## config.mk

```make
export PLATFORM = sky130hd
export DESIGN_NAME = dco_period_gen
export DESIGN_NICKNAME = d
export VERILOG_FILES = /design/src/rtl/dco_base_sel.sv /design/src/rtl/dco_div_clamp.sv /design/src/rtl/dco_shift.sv /design/src/rtl/dco_period_gen.sv
export SDC_FILE = /design/constraint.sdc
export NUM_CORES = 1
export LEC_CHECK = 0
export ABC_AREA = 1
export BUFFER_PORTS_ARGS = -buffer_cell sky130_fd_sc_hd__buf_2
export CORE_MARGIN = 3
export CORE_UTILIZATION = 54
export DETAILED_ROUTE_END_ITERATION = 8
export MAX_ROUTING_LAYER = met4
export PLACE_DENSITY_LB_ADDON = 0.3
export SYNTH_ARGS = -nofsm -noshare
export SYNTH_HDL_FRONTEND = slang
export SYNTH_SLANG_ARGS = --single-unit
```

## constraint.sdc

```tcl
create_clock -name clk_i -period 1.9 [get_ports clk_i]
set_input_delay 0.38 -clock clk_i [delete_from_list [all_inputs] [get_ports clk_i]]
set_output_delay 0.38 -clock clk_i [all_outputs]
set_load 0.02 [all_outputs]
```

## src/rtl/dco_base_sel.sv

```systemverilog
// Maps the stage-select field to an odd base length in reference cycles.
module dco_base_sel #(
  parameter int SEL_W     = 3,
  parameter int BASE_MIN  = 17,
  parameter int BASE_STEP = 2,
  parameter int BASE_W    = 5
) (
  input  logic [SEL_W-1:0]  sel_i,
  output logic [BASE_W-1:0] base_o
);
  always_comb begin
    base_o = BASE_W'(BASE_MIN) + BASE_W'(BASE_STEP) * BASE_W'(sel_i);
  end
endmodule

```

## src/rtl/dco_div_clamp.sv

```systemverilog
// Saturates the divider exponent at DIV_MAX.
module dco_div_clamp #(
  parameter int DIV_W   = 4,
  parameter int DIV_MAX = 9,
  parameter int AMT_W   = 4
) (
  input  logic [DIV_W-1:0] code_i,
  output logic [AMT_W-1:0] amt_o
);
  localparam logic [DIV_W-1:0] LIMIT = DIV_W'(DIV_MAX);

  always_comb begin
    if (code_i > LIMIT) amt_o = AMT_W'(DIV_MAX);
    else                amt_o = AMT_W'(code_i);
  end
endmodule

```

## src/rtl/dco_shift.sv

```systemverilog
// Logarithmic left shifter: stage i shifts by 2**i when amt bit i is set.
module dco_shift #(
  parameter int IN_W  = 5,
  parameter int OUT_W = 14,
  parameter int AMT_W = 4
) (
  input  logic [IN_W-1:0]  val_i,
  input  logic [AMT_W-1:0] amt_i,
  output logic [OUT_W-1:0] val_o
);
  logic [OUT_W-1:0] stage [AMT_W+1];

  assign stage[0] = OUT_W'(val_i);

  for (genvar i = 0; i < AMT_W; i++) begin : g_stage
    assign stage[i+1] = amt_i[i] ? (stage[i] << (1 << i)) : stage[i];
  end

  assign val_o = stage[AMT_W];
endmodule

```

## src/rtl/dco_period_gen.sv

```systemverilog
module dco_period_gen #(
  parameter int STG_W     = 8,
  parameter int SEL_W     = 3,
  parameter int DIV_W     = 4,
  parameter int DIV_MAX   = 9,
  parameter int BASE_MIN  = 17,
  parameter int BASE_STEP = 2
) (
  input  logic             clk_i,
  input  logic             rst_i,
  input  logic [STG_W-1:0] stage_ctl_i,
  input  logic [DIV_W-1:0] div_ctl_i,
  output logic             tick_o,
  output logic             wave_o
);
  localparam int BASE_MAX = BASE_MIN + BASE_STEP * ((1 << SEL_W) - 1);
  localparam int BASE_W   = $clog2(BASE_MAX + 1);
  localparam int AMT_W    = $clog2(DIV_MAX + 1);
  localparam int PER_W    = BASE_W + DIV_MAX;

  logic [BASE_W-1:0] base_len;
  logic [AMT_W-1:0]  shift_amt;
  logic [PER_W-1:0]  per_nxt;
  logic [PER_W-1:0]  per_q;
  logic [PER_W-1:0]  cnt_q;
  logic              last_cyc;

  // Only the top SEL_W bits of the stage word matter; the rest are unused.
  dco_base_sel #(
    .SEL_W(SEL_W), .BASE_MIN(BASE_MIN), .BASE_STEP(BASE_STEP), .BASE_W(BASE_W)
  ) base_i (
    .sel_i (stage_ctl_i[STG_W-1 -: SEL_W]),
    .base_o(base_len)
  );

  dco_div_clamp #(
    .DIV_W(DIV_W), .DIV_MAX(DIV_MAX), .AMT_W(AMT_W)
  ) clamp_i (
    .code_i(div_ctl_i),
    .amt_o (shift_amt)
  );

  dco_shift #(
    .IN_W(BASE_W), .OUT_W(PER_W), .AMT_W(AMT_W)
  ) shift_i (
    .val_i(base_len),
    .amt_i(shift_amt),
    .val_o(per_nxt)
  );

  assign last_cyc = (cnt_q == per_q - PER_W'(1));

  // Period length is latched at each boundary (and throughout reset).
  always_ff @(posedge clk_i) begin
    if (rst_i) begin
      cnt_q  <= '0;
      per_q  <= per_nxt;
      tick_o <= 1'b0;
      wave_o <= 1'b0;
    end else begin
      tick_o <= last_cyc;
      wave_o <= (cnt_q < (per_q >> 1));
      if (last_cyc) begin
        cnt_q <= '0;
        per_q <= per_nxt;
      end else begin
        cnt_q <= cnt_q + PER_W'(1);
      end
    end
  end
endmodule

```

* After elaboration in Yosys (flattened, before gate mapping)
Cells that the tools add are included.
Word-level totals: bits in registers 30, input port bits 14, word-level logic and storage cells 19
Operators by class: add/subtract/negate cells 3, order comparisons 2, eq/ne operators 1, multiplexer cells 7, reductions and logical operators 2
Operators by type and width (number):
- two-way mux 14 bit | 5
- adder 14 x 1 -> 14 bit (second input constant) | 1
- == test 14 bit | 1
- less-than comparator 14 x 13 -> 1 bit | 1
- subtractor 14 x 1 -> 14 bit (second input constant) | 1
- two-way mux 6 bit | 1
- adder 5 x 4 -> 5 bit (first input constant) | 1
- > comparator 4 bit (second input constant) | 1
- two-way mux 4 bit | 1
- nonzero test 2 bit | 1
- OR reduction 2 bit | 1

* Depth between registers and ports, before layout
depth in word-level cells 8, gate-level depth with buffers 13

* Modules after synthesis
A second synthesis with hierarchy kept.
Unflattened totals: cell total of the unflattened synthesis 306, area total of the unflattened synthesis 2274.7 sq um
By module, submodules not included:
- dco_period_gen | times used 1, cells each 232, area an instance 1924.3 sq um
- dco_shift | times used 1, cells each 59, area an instance 269.0 sq um
- dco_base_sel | times used 1, cells each 6, area an instance 41.3 sq um
- dco_div_clamp | times used 1, cells each 9, area an instance 40.0 sq um

* Worst setup path before layout
Ideal clock, no wire load.
kind register -> register, start point register per_q[0], end point register per_q[0] (enable), data arrival time 1.675 ns, required time 1.590 ns, path slack -0.085 ns, stages on the path, launching flop included 12, clock period less this slack 1.985 ns, path through edfxtp_1 > inv_1 > ha_1 > nand3_2 > nor2_4 > nand3_1 > nand2_1 > inv_1 > nor2_2 > nand3_2 > o21bai_4 > buf_6
Between the ends: longest elaborated chain between the ends 3
Ends and longest elaborated chain:
- from (decl) | line dco_period_gen.sv:24 | logic [PER_W-1:0] per_q;
- from (signal assigned) | line dco_period_gen.sv:57 | per_q <= per_nxt;
- from (signal assigned) | line dco_period_gen.sv:65 | per_q <= per_nxt;
- subtractor 14 x 1 -> 14 bit | line dco_period_gen.sv:51 | assign last_cyc = (cnt_q == per_q - PER_W'(1));
- == test 14 bit | line dco_period_gen.sv:51
- nonzero test 2 bit (no source line)
Every way passes these cells. A chain may end at the register's enable or synchronous reset.

* Final worst setup path
start point register per_q[0], end point register per_q[13] (enable)
Same word-level chain as after synthesis.

==> impl_results.md <==
- Hold_buf cts: 0
- Synthesized cell area: 2160 µm²
- Final core occ: 66.9%
- Core Area: 3740 µm²
- Total power: 0.00168 W
- RSZ-0062 raised after global routing: yes
- Startpoint Class: register
- Placed Instances: 355
- Sequential area share after synthesis: 34.3%
- Routed WL: 4.36 mm
- CTS tree: built
- 1st-pass router iterations: 4
- R2R setup slack: -0.05 ns
- Switching Share: 27.2%
- Register Area: 741 µm²
- Clk pwr share: 38.3%
- FMAX: 514 MHz
- Required time of the critical path: 1.90 ns
- Int Pwr: 0.00122 W
- Drt wl/cell: 12.0 µm
- Die H: 69.2 µm
- Status: finished with violations
- CP arrival: 1.94 ns
- Min-Delay Path Class: in2reg
- Clk slew on worst S/H paths: 0.07 ns
- Initial DRC Count: 67
- Commonest non-fill, non-tap cells in the layout: nand2_1 (62), inv_1 (47), nor2_1 (37)
- First-pass GRT wire length: 7.60 mm
- Syn nets: 318
- Clock buffer count from CTS: 5
- Fillers: 338
- DRC: 0
- Row count: 22
- Final setup fails: 28
- Psw: 0.000457 W
- Ys Warns: 0
- Final Max Slew Viols: 0
- Yosys reg bits: 30
- Via/cell ratio: 5.04
- WP buf/inv: 3
- Total gr overflow: 0
- P_leak: 1.17 nW
- Multi-input logic area: 1250 µm²
- Root buffer cell: clkbuf_8
- Mean Syn Cell Area: 7.44 µm²
- Routed Antenna Nets: 0
- Failing checks: setup timing
- I/O Pins: 16
- Worst skew pair latency: 0.29 ns
- CP max-delay cell: edfxtp_1
- Vias in the first global route: 1739
- Final Skew: 0.00626 ns
- Die footprint: 4790 µm²
- GRT Overall Usage: 20.3%
- Peak VDD IR: 424 µV
- Commonest non-fill, non-tap cell in the layout: nand2_1
- Clk sinks: 30
- Worst hold slack: 0.304 ns
- Power per Cell Area: 671 nW/µm²
- Clock tree buffer depth: 2
- Minimum clock period: 1.95 ns
- Max capacitance violation total: 0
- CP Class: reg2reg
- Port Buffer Count: 10
- Crit share post-route: 102%
- Cell family with most CP delay: simple AND/OR/NAND/NOR gates
- Pre-CTS setup slack: -0.108 ns
- Critical Path Fanout Max: 16
- Critical path's most frequent cell: nand2_1
- Final cell count without fillers: 363
- Area share of the leading cell type in the synthesized netlist: 19.5%
- Htree depth: 2
- Vias: 1830
- GP Congestion: 0.872
- Antenna diode count: 0
- Synthesized instance count: 290
- Worst Tran Pin Value: 0.333 ns
- Final hold vios: 0
- Crit end category: register
- Top post-synthesis cells by area: edfxtp_1 (19%), dfxtp_1 (15%), nand2_1 (11%)
- DP HPWL: 3.39 mm
- Die width: 69.2 µm
- Crit-path cells: inv_2, ha_4, inv_1, nand2_1, nand3_1, nand2_1, nand2_1, nor2_1, nand4_2, o21bai_4, buf_12
- Starting Density: 57.7%
- Ratio of cells with drive above 1 in the final layout: 14.6%
- Cell taking the most area after synthesis: edfxtp_1
- Layout Nets: 342
- Initial antenna violation count: 0
- Area Growth Syn to Fin: 16.1%
- Largest net degree at the start of global routing: 17
- Synth cell types: 32
- Logic pwr share: 17.2%
- Slew headroom: 77.6%
- Crit path setup slack, layout: -0.0470 ns
- Largest stage delay on the critical path: 0.40 ns
- Seq pwr share: 44.5%
==> cell type report <==
cell class,instances,share of cell area (%)
Clock buffer,6,2.90
Timing Repair Buffer,19,6.19
Sequential cell,30,29.6
Tap cell,48,2.40
Multi-Input combinational cell,209,50.1
Clock inverter,2,1.50
Inverter,49,7.34
==> worst reg2reg max path, cell delays in order (launching register included) <==
cell and delay, ns:
edfxtp_1 0.40, inv_2 0.11, ha_4 0.17, inv_1 0.05, nand2_1 0.07, nand3_1 0.07
nand2_1 0.08, nand2_1 0.05, nor2_1 0.14, nand4_2 0.15, o21bai_4 0.19, buf_12 0.17
==> Yosys cell counts <==
cell,instances
a211oi_1,1
a21boi_0,1
a21oi_1,6
a31oi_1,1
buf_6,1
clkbuf_2,1
dfxtp_1,16
edfxtp_1,14
ha_1,14
inv_1,49
nand2_1,64
nand2_2,1
nand3_1,12
nand3_2,2
nand3b_1,4
nand4_1,4
nand4_2,1
nor2_1,40
nor2_2,4
nor2_4,2
nor3_1,4
nor4_1,1
o211ai_1,2
o21a_1,1
o21ai_0,12
o21ai_1,3
o21bai_4,1
o22ai_1,2
or2_1,1
xnor2_1,11
xor2_1,13
xor3_4,1
==> per-layer routing <==
layer  share of wire (%)  track usage, %
met1                  47            24.6
met2                  47            32.4
met3                 3.6            4.64
met4                 2.3            9.11
met5                   0               -
==> repair_timing <==
action                                  4_1_cts  5_1_grt
pin swaps                                     1        0
endpoints found under the setup margin       28       28
resized for setup                             8        2
setup buffers                                 0        0
gates cloned                                  0        0
==> power groups by stage <==
stage                     combinational, W  sequential, W  clock, W
after global routing              0.000331       0.000751  0.000687
after floorplan                   0.000201       0.000752         0
after CTS                         0.000287       0.000746  0.000651
final                             0.000290       0.000747  0.000643
after detailed placement          0.000279       0.000759         0
after global placement            0.000270       0.000758         0
==> per-stage QoR <==
step | area (µm²) | TNS [ns]
2_1_floorplan | 2180 | 0
3_3_place_gp | 2370 | -1.44
3_5_place_dp | 2370 | -2.63
4_1_cts | 2500 | -1.17
5_1_grt | 2500 | -6.20
6_report | 2500 | -0.883
==> state kept, by name (all words and copies together), names as in the netlist <==
| register | cells |
|---|---|
| cnt_q | 14 |
| per_q | 14 |
| tick_o | 1 |
| wave_o | 1 |
==> path summary, 6_finish.rpt <==
path,depth (start not counted),end,start
max,11,per_q[13]$_SDFFCE_PN0P_,per_q[0]$_SDFFCE_PP0P_
min,2,tick_o$_SDFF_PP0_,rst_i
max reg2reg,11,per_q[13]$_SDFFCE_PN0P_,per_q[0]$_SDFFCE_PP0P_
min reg2reg,1,cnt_q[0]$_SDFF_PP0_,cnt_q[0]$_SDFF_PP0_
==> cells by family (layout without fill, tap and decap cells) <==
group,after synthesis,count (layout),share of synthesized area [%]
AND/OR/NAND/NOR,140,140,28.9
adder cells (fa/ha/maj),14,14,8.12
flip-flops,30,30,34.3
XOR/XNOR,25,25,11.0
AO/OA/AOI/OAI,30,30,8.35
buffers and inverters,51,76,9.28
No activity file was read; power rests on OpenSTA's default activity.
